$ cat config.mk
export PLATFORM = sky130hd
export DESIGN_NAME = osc_trim_regs
export DESIGN_NICKNAME = d
export VERILOG_FILES = /design/src/rtl/osc_trim_pkg.sv /design/src/rtl/osc_trim_ctrl.sv /design/src/rtl/osc_trim_data.sv /design/src/rtl/osc_trim_regs.sv
export SDC_FILE = /design/constraint.sdc
export NUM_CORES = 1
export LEC_CHECK = 0
export ABC_AREA = 1
export CORE_ASPECT_RATIO = 1.1
export CORE_MARGIN = 4
export CORE_UTILIZATION = 40
export DETAILED_ROUTE_END_ITERATION = 10
export PLACE_DENSITY = 0.83
export SYNTH_ARGS = -nofsm -noshare
export SYNTH_HDL_FRONTEND = slang
export SYNTH_SLANG_ARGS = --single-unit
$ cat constraint.sdc
create_clock -name clk -period 2.06 [get_ports clk]
set_input_delay 0.618 -clock clk [delete_from_list [all_inputs] [get_ports clk]]
set_output_delay 0.618 -clock clk [all_outputs]
set_load 0.005 [all_outputs]
$ cat src/rtl/osc_trim_pkg.sv
package osc_trim_pkg;

  // register addresses; the guard/enable/trim order is the bus contract
  localparam int unsigned ADDR_GUARD  = 0;
  localparam int unsigned ADDR_ENABLE = 1;
  localparam int unsigned ADDR_TRIM   = 2;

  // guard register fields
  localparam int unsigned BIT_PROTECT = 0;
  localparam int unsigned BIT_LOCK    = 1;
  localparam int unsigned BIT_REJECT  = 7;

  // enable register fields
  localparam int unsigned BIT_ENABLE  = 4;
  localparam int unsigned BIT_QUAL    = 6;
  localparam int unsigned RSV_W       = 4;

  typedef enum logic [1:0] {
    LD_REQ  = 2'd0,
    LD_WAIT = 2'd1,
    LD_DONE = 2'd2
  } load_state_e;

  typedef struct packed {
    logic trimWr;     // accepted software write to trim
    logic trimLoad;   // reset-time load from nonvolatile store
    logic rejectSet;  // blocked software write to trim
    logic rejectClr;  // software clear of the reject flag
  } trim_strobe_t;

endpackage

$ cat src/rtl/osc_trim_ctrl.sv
module osc_trim_ctrl
  import osc_trim_pkg::*;
#(
  parameter int unsigned ADDR_W = 2,
  parameter int unsigned TRIM_W = 8
) (
  input  logic              clk,
  input  logic              rstN,
  input  logic [ADDR_W-1:0] busAddr,
  input  logic [TRIM_W-1:0] busWdata,
  input  logic              busWe,
  input  logic              nvValid,
  output logic              nvReq,
  output logic              protectEn,
  output logic              lockBit,
  output logic              trimEn,
  output logic              loadDone,
  output trim_strobe_t      strobe
);

  load_state_e loadState;
  load_state_e loadNext;

  logic guardHit;
  logic enableHit;
  logic trimHit;
  logic enableUpdate;
  logic trimAllowed;

  assign guardHit  = busWe && (busAddr == ADDR_W'(ADDR_GUARD));
  assign enableHit = busWe && (busAddr == ADDR_W'(ADDR_ENABLE));
  assign trimHit   = busWe && (busAddr == ADDR_W'(ADDR_TRIM));

  // enable may change only through the protect bit with the qualifier at 0
  assign enableUpdate = enableHit && protectEn && !busWdata[BIT_QUAL];

  // reset-time load sequencer
  always_comb begin
    loadNext = loadState;
    unique case (loadState)
      LD_REQ:  loadNext = LD_WAIT;
      LD_WAIT: if (nvValid) loadNext = LD_DONE;
      LD_DONE: loadNext = LD_DONE;
      default: loadNext = LD_DONE;
    endcase
  end

  always_ff @(posedge clk or negedge rstN) begin
    if (!rstN) loadState <= LD_REQ;
    else       loadState <= loadNext;
  end

  assign nvReq    = (loadState == LD_REQ);
  assign loadDone = (loadState == LD_DONE);

  // guard register: protect and lock
  always_ff @(posedge clk or negedge rstN) begin
    if (!rstN) begin
      protectEn <= 1'b0;
      lockBit   <= 1'b0;
    end else if (guardHit) begin
      protectEn <= busWdata[BIT_PROTECT];
      lockBit   <= busWdata[BIT_LOCK];
    end
  end

  // trim write enable
  always_ff @(posedge clk or negedge rstN) begin
    if (!rstN)             trimEn <= 1'b0;
    else if (enableUpdate) trimEn <= busWdata[BIT_ENABLE];
  end

  assign trimAllowed = loadDone && !lockBit && trimEn;

  always_comb begin
    strobe           = '0;
    strobe.trimLoad  = (loadState == LD_WAIT) && nvValid;
    strobe.trimWr    = trimHit && trimAllowed;
    strobe.rejectSet = trimHit && !trimAllowed;
    strobe.rejectClr = guardHit && busWdata[BIT_REJECT];
  end

endmodule

$ cat src/rtl/osc_trim_data.sv
module osc_trim_data
  import osc_trim_pkg::*;
#(
  parameter int unsigned ADDR_W = 2,
  parameter int unsigned TRIM_W = 8
) (
  input  logic              clk,
  input  logic              rstN,
  input  logic [ADDR_W-1:0] busAddr,
  input  logic [TRIM_W-1:0] busWdata,
  input  logic [TRIM_W-1:0] nvData,
  input  trim_strobe_t      strobe,
  input  logic              protectEn,
  input  logic              lockBit,
  input  logic              trimEn,
  output logic              rejectFlag,
  output logic [TRIM_W-1:0] busRdata,
  output logic [TRIM_W-1:0] oscTrim
);

  logic [TRIM_W-1:0] trimReg;
  logic [TRIM_W-1:0] guardView;
  logic [TRIM_W-1:0] enableView;

  // the load response takes priority over any software write
  always_ff @(posedge clk or negedge rstN) begin
    if (!rstN)               trimReg <= '0;
    else if (strobe.trimLoad) trimReg <= nvData;
    else if (strobe.trimWr)   trimReg <= busWdata;
  end

  always_ff @(posedge clk or negedge rstN) begin
    if (!rstN)                 rejectFlag <= 1'b0;
    else if (strobe.rejectSet) rejectFlag <= 1'b1;
    else if (strobe.rejectClr) rejectFlag <= 1'b0;
  end

  // no staging register: the code reaches the oscillator straight away
  assign oscTrim = trimReg;

  always_comb begin
    guardView              = '0;
    guardView[BIT_PROTECT] = protectEn;
    guardView[BIT_LOCK]    = lockBit;
    guardView[BIT_REJECT]  = rejectFlag;
  end

  always_comb begin
    enableView             = '0;
    enableView[RSV_W-1:0]  = '1;
    enableView[BIT_ENABLE] = trimEn;
  end

  always_comb begin
    unique case (busAddr)
      ADDR_W'(ADDR_GUARD):  busRdata = guardView;
      ADDR_W'(ADDR_ENABLE): busRdata = enableView;
      ADDR_W'(ADDR_TRIM):   busRdata = trimReg;
      default:              busRdata = '0;
    endcase
  end

endmodule

$ cat src/rtl/osc_trim_regs.sv
module osc_trim_regs
  import osc_trim_pkg::*;
#(
  parameter int unsigned ADDR_W = 2,
  parameter int unsigned TRIM_W = 8
) (
  input  logic              clk,
  input  logic              rstN,
  input  logic [ADDR_W-1:0] busAddr,
  input  logic [TRIM_W-1:0] busWdata,
  input  logic              busWe,
  output logic [TRIM_W-1:0] busRdata,
  output logic              nvReq,
  input  logic              nvValid,
  input  logic [TRIM_W-1:0] nvData,
  output logic [TRIM_W-1:0] oscTrim
);

  trim_strobe_t strobe;
  logic protectEn;
  logic lockBit;
  logic trimEn;
  logic loadDone;
  logic rejectFlag;

  osc_trim_ctrl #(.ADDR_W(ADDR_W), .TRIM_W(TRIM_W)) u_ctrl (
    .clk       (clk),
    .rstN      (rstN),
    .busAddr   (busAddr),
    .busWdata  (busWdata),
    .busWe     (busWe),
    .nvValid   (nvValid),
    .nvReq     (nvReq),
    .protectEn (protectEn),
    .lockBit   (lockBit),
    .trimEn    (trimEn),
    .loadDone  (loadDone),
    .strobe    (strobe)
  );

  osc_trim_data #(.ADDR_W(ADDR_W), .TRIM_W(TRIM_W)) u_data (
    .clk        (clk),
    .rstN       (rstN),
    .busAddr    (busAddr),
    .busWdata   (busWdata),
    .nvData     (nvData),
    .strobe     (strobe),
    .protectEn  (protectEn),
    .lockBit    (lockBit),
    .trimEn     (trimEn),
    .rejectFlag (rejectFlag),
    .busRdata   (busRdata),
    .oscTrim    (oscTrim)
  );

endmodule

# [Word level (Yosys, flattened, before mapping)]
# Index checks and enable logic that the tools add are counted.
[classes] n_eq_ne=5 n_reduce_logical=18 n_mux=7
[op_table] operator="$pmux 8 s3" n=1
[op_table] operator="$mux 8" n=2
[op_table] operator="$logic_and 1x1->1" n=11
[op_table] operator="$eq 2x1->1 const B" n=2
[op_table] operator="$eq 2x2->1 const B" n=2
[op_table] operator="$logic_not 2->1" n=2
[op_table] operator="$pmux 2 s2" n=1
[op_table] operator="$reduce_bool 2->1" n=2
[op_table] operator="$logic_not 1->1" n=3
[op_table] operator="$mux 1" n=2
[op_table] operator="$mux 2" n=1
[op_table] operator="$ne 2x2->1 const B" n=1
[totals] register_bits=14 out_inout_bits=17 word_cells=36 inputBits=22

# [Longest topological paths before layout]
[logic_depth] ltp_word=6 depth_mapped=7 depth_no_buf=7

# [Hierarchy]
# From an unflattened synthesis, not the netlist that was laid out.
[unflattened] hier_cells=109 hier_area_um2=782.0
[by_module_without_submodules] mod="osc_trim_data" seq_area_each_um2=225.2 area_each_um2=524.3 cells_per_inst=72 instances=1
[by_module_without_submodules] mod="osc_trim_ctrl" seq_area_each_um2=125.1 area_each_um2=257.7 cells_per_inst=37 instances=1

# [Worst setup path before layout]
# OpenSTA, ideal clock, no wires.
[synth_path] path_type="input -> output" from="input busAddr[1]" to="output busRdata[1]" arrival_time_ns=1.018 path_buffers=0 required_ns=1.442 path_stages=3 slack_ns=0.424 path_cell_list="nor2_1 inv_1 o211ai_1"
[synth_via] elab_chain_len=2 word_cells_on_any_way=4 classes_between="eq/ne: 2; mux: 1; reduce/logical: 1"
[synth_lines] item="from (decl)" line_no="osc_trim_regs.sv:9" text="input logic [ADDR_W-1:0] busAddr,"
[synth_lines] item="$eq 2x2->1, or another cell as far along" line_no="osc_trim_data.sv:55" text="unique case (busAddr)"
[synth_lines] item="$pmux 8 s3 *" line_no="osc_trim_data.sv:55"
[synth_lines] item="to (decl)" line_no="osc_trim_regs.sv:12" text="output logic [TRIM_W-1:0] busRdata,"
# Mark *: on every way between the ends. The rest lies on a longest branch, timed or not.

# [Worst setup path after layout]
[layout_path] from="input busAddr[1]" to="output busRdata[7]"
# The elaborated chain is that of the path after synthesis.

==> out/results.ini <==
[timing]
slew_viol_final=0
hold_slack_ns=0.489
fin_ws_ns=0.0586
fin_tns_setup_ns=0
worst_pin_slew_ns=0.323
max_freq_mhz=500
finalHoldViolations=0
rsz0062_at_grt=false
layout_min_cycle_time_ns=2.00
setup_viol=0
fin_skew_ns=0.00372
slew_headroom=0.785
fin_crit_sh=0.972

[place]
dp_slack_ns=-0.651
portBuffers=38
dp_hpwl_mm=1.79
placed_area_mm2=0.00126
placed_cells=184
place_congestion=0.829

[synth]
synth_fp_nets=139
syn_avg_cell_area_um2=7.22
synthAdderAreaFrac=0
yosysWarnings=0
synth_edf_count=0
synth_area_um2=845
yosysSeqAreaShare=0.415
synth_top_family_by_area=simple AND/OR/NAND/NOR gates
async_reset_ff_frac=1.00
ys_seq_elements=14
synth_xor_area_frac=0
syn_inst=117
synthMuxAreaShare=0
synthFlopType=dfrtp_1
synth_cell_types=18
synth-simple-area-share=0.345
synth-compound-area-share=0.116

[clocking]
clkSinkCount=14
cts-htree-levels=1
cts_made_buffers=3
clkLatencyLatePin_ns=0.28
cts_buffer_depth=2
hold_buffers=0
cts_tree=done
root_buffer=clkbuf_4
path_clk_slew_ns=0.08

[critical_path]
critPathRequiredTime_ns=1.44
worst-path-max-fanout=4
crit_arrival_ns=1.38
criticalPathCategory=input port to output port
cp-end-kind=output port
cp-start-kind=input port

[global_routing]
antenna_found_initial=0
grt-ovfl-total=0
grt_max_degree=26
grtUsageMet1=0.188
grtUsageTotal=0.176
grt.met2_usage=0.329
use_met3=0.0241
grt_pass1_wl_mm=3.82
grt_pass1_vias=908
busiest_layer=met2

[power_and_ir_drop]
ir_drop_mv=0.530
total_power_mw=1.05
leakage_nw=0.696
power_density_mw_per_mm2=796

[die]
rows=17
die_h_um=56.2
dieArea_mm2=0.00291
start_util=0.422
io_pins=39
dieWidth_um=51.8
coreArea_mm2=0.00200

[routing]
drc=0
firstDrtPassIters=4
drt_iter0_drc=20
via_per_inst=4.76
wl_mm=2.25
postRouteAntennaNets=0
num_vias=904
avgRoutedWirePerCell_um=11.9

[finish]
layout-drive-gt1-share=0.198
final_common_cell=nand2_1
layout_common_cells=38 x nand2_1, 28 x clkdlybuf4s50_1, 18 x inv_1
utilization=0.657
instances_no_fill=190
area_growth_pct=55.6
diodes=0
final_area_mm2=0.00131
nNetsFinal=186

[flow_run]
maxCapViolCount=0

[worst_hold_path]
hp-class=register to register

[status]
status=completed

registers in the layout (all words and copies together), names as in the netlist:
register	count
u_data.oscTrim	8
u_data.rejectFlag	1
u_ctrl.protectEn	1
u_ctrl.lockBit	1
u_ctrl.trimEn	1
u_ctrl.loadState	2
metal layers:
| metal | share of wire | vias up |
|---|---|---|
| li1 | - | 453 |
| met1 | 0.37 | 410 |
| met2 | 0.53 | 34 |
| met3 | 0.072 | 7 |
| met4 | 0.026 | 0 |
| met5 | 0 | - |
Yosys cell counts, types with 2 or more instances:
library cell | count | share of area
buf_6 | 2 | 0.027
nand2_2 | 3 | 0.022
o21ai_1 | 8 | 0.047
nand2_1 | 38 | 0.17
a21oi_1 | 2 | 0.012
nor2_1 | 7 | 0.031
inv_2 | 3 | 0.013
nand2_4 | 2 | 0.027
dfrtp_1 | 14 | 0.41
nand3_1 | 9 | 0.053
inv_1 | 19 | 0.084
nor2_2 | 2 | 0.015
o21ai_2 | 3 | 0.031
repair_timing:
action,4_1_cts,5_1_grt
pin swaps,3,2
buffers inserted,5,0
endpoints found under the setup margin,8,7
gates resized for setup,28,13
worst paths after layout:
kind	slack (ns)	depth (start not counted)	start	end
worst min register to register	0.49	2	u_data.rejectFlag$_DFFE_PN0P_	u_data.rejectFlag$_DFFE_PN0P_
worst max register to register	0.86	6	u_ctrl.loadState[1]$_DFFE_PN0P_	u_data.oscTrim[0]$_DFFE_PN0P_
max in group asynchronous	1.26	2	rstN	u_ctrl.loadState[0]$_DFFE_PN0P_
worst min-delay path	0.49	2	u_data.rejectFlag$_DFFE_PN0P_	u_data.rejectFlag$_DFFE_PN0P_
min in group asynchronous	0.63	2	rstN	u_data.oscTrim[6]$_DFFE_PN0P_
worst max-delay path	0.06	7	busAddr[1]	busRdata[7]
critical path: stages:
cell and delay (ns):
buf_12 0.11, nor2_4 0.12, buf_4 0.12, buf_4 0.10, nand2_1 0.05, nand2_1 0.07
clkdlybuf4s15_1 0.20
where the power goes:
part / total, mW / switching [mW] / leakage, nW / internal, mW
Sequential: 0.447 / 0.0746 / 0.171 / 0.372
Clock: 0.157 / 0.0891 / 0.0138 / 0.0680
Combinational: 0.442 / 0.169 / 0.511 / 0.273
area by class of cell:
type                       instances  area (um^2)
tap                               28         35.0
multi-input combinational         79          404
inverter                          22         85.1
timing repair buffer              44          417
fill                             191          686
clock buffer                       3         22.5
sequential                        14          350
kinds of logic (layout without fill, tap and decap cells):
logic type	count (synthesis)	count (layout)
flip-flops	14	14
buffers and inverters	24	69
AND/OR/NAND/NOR	63	63
AO/OA/AOI/OAI	16	16
No activity file was read; power rests on OpenSTA's default activity.
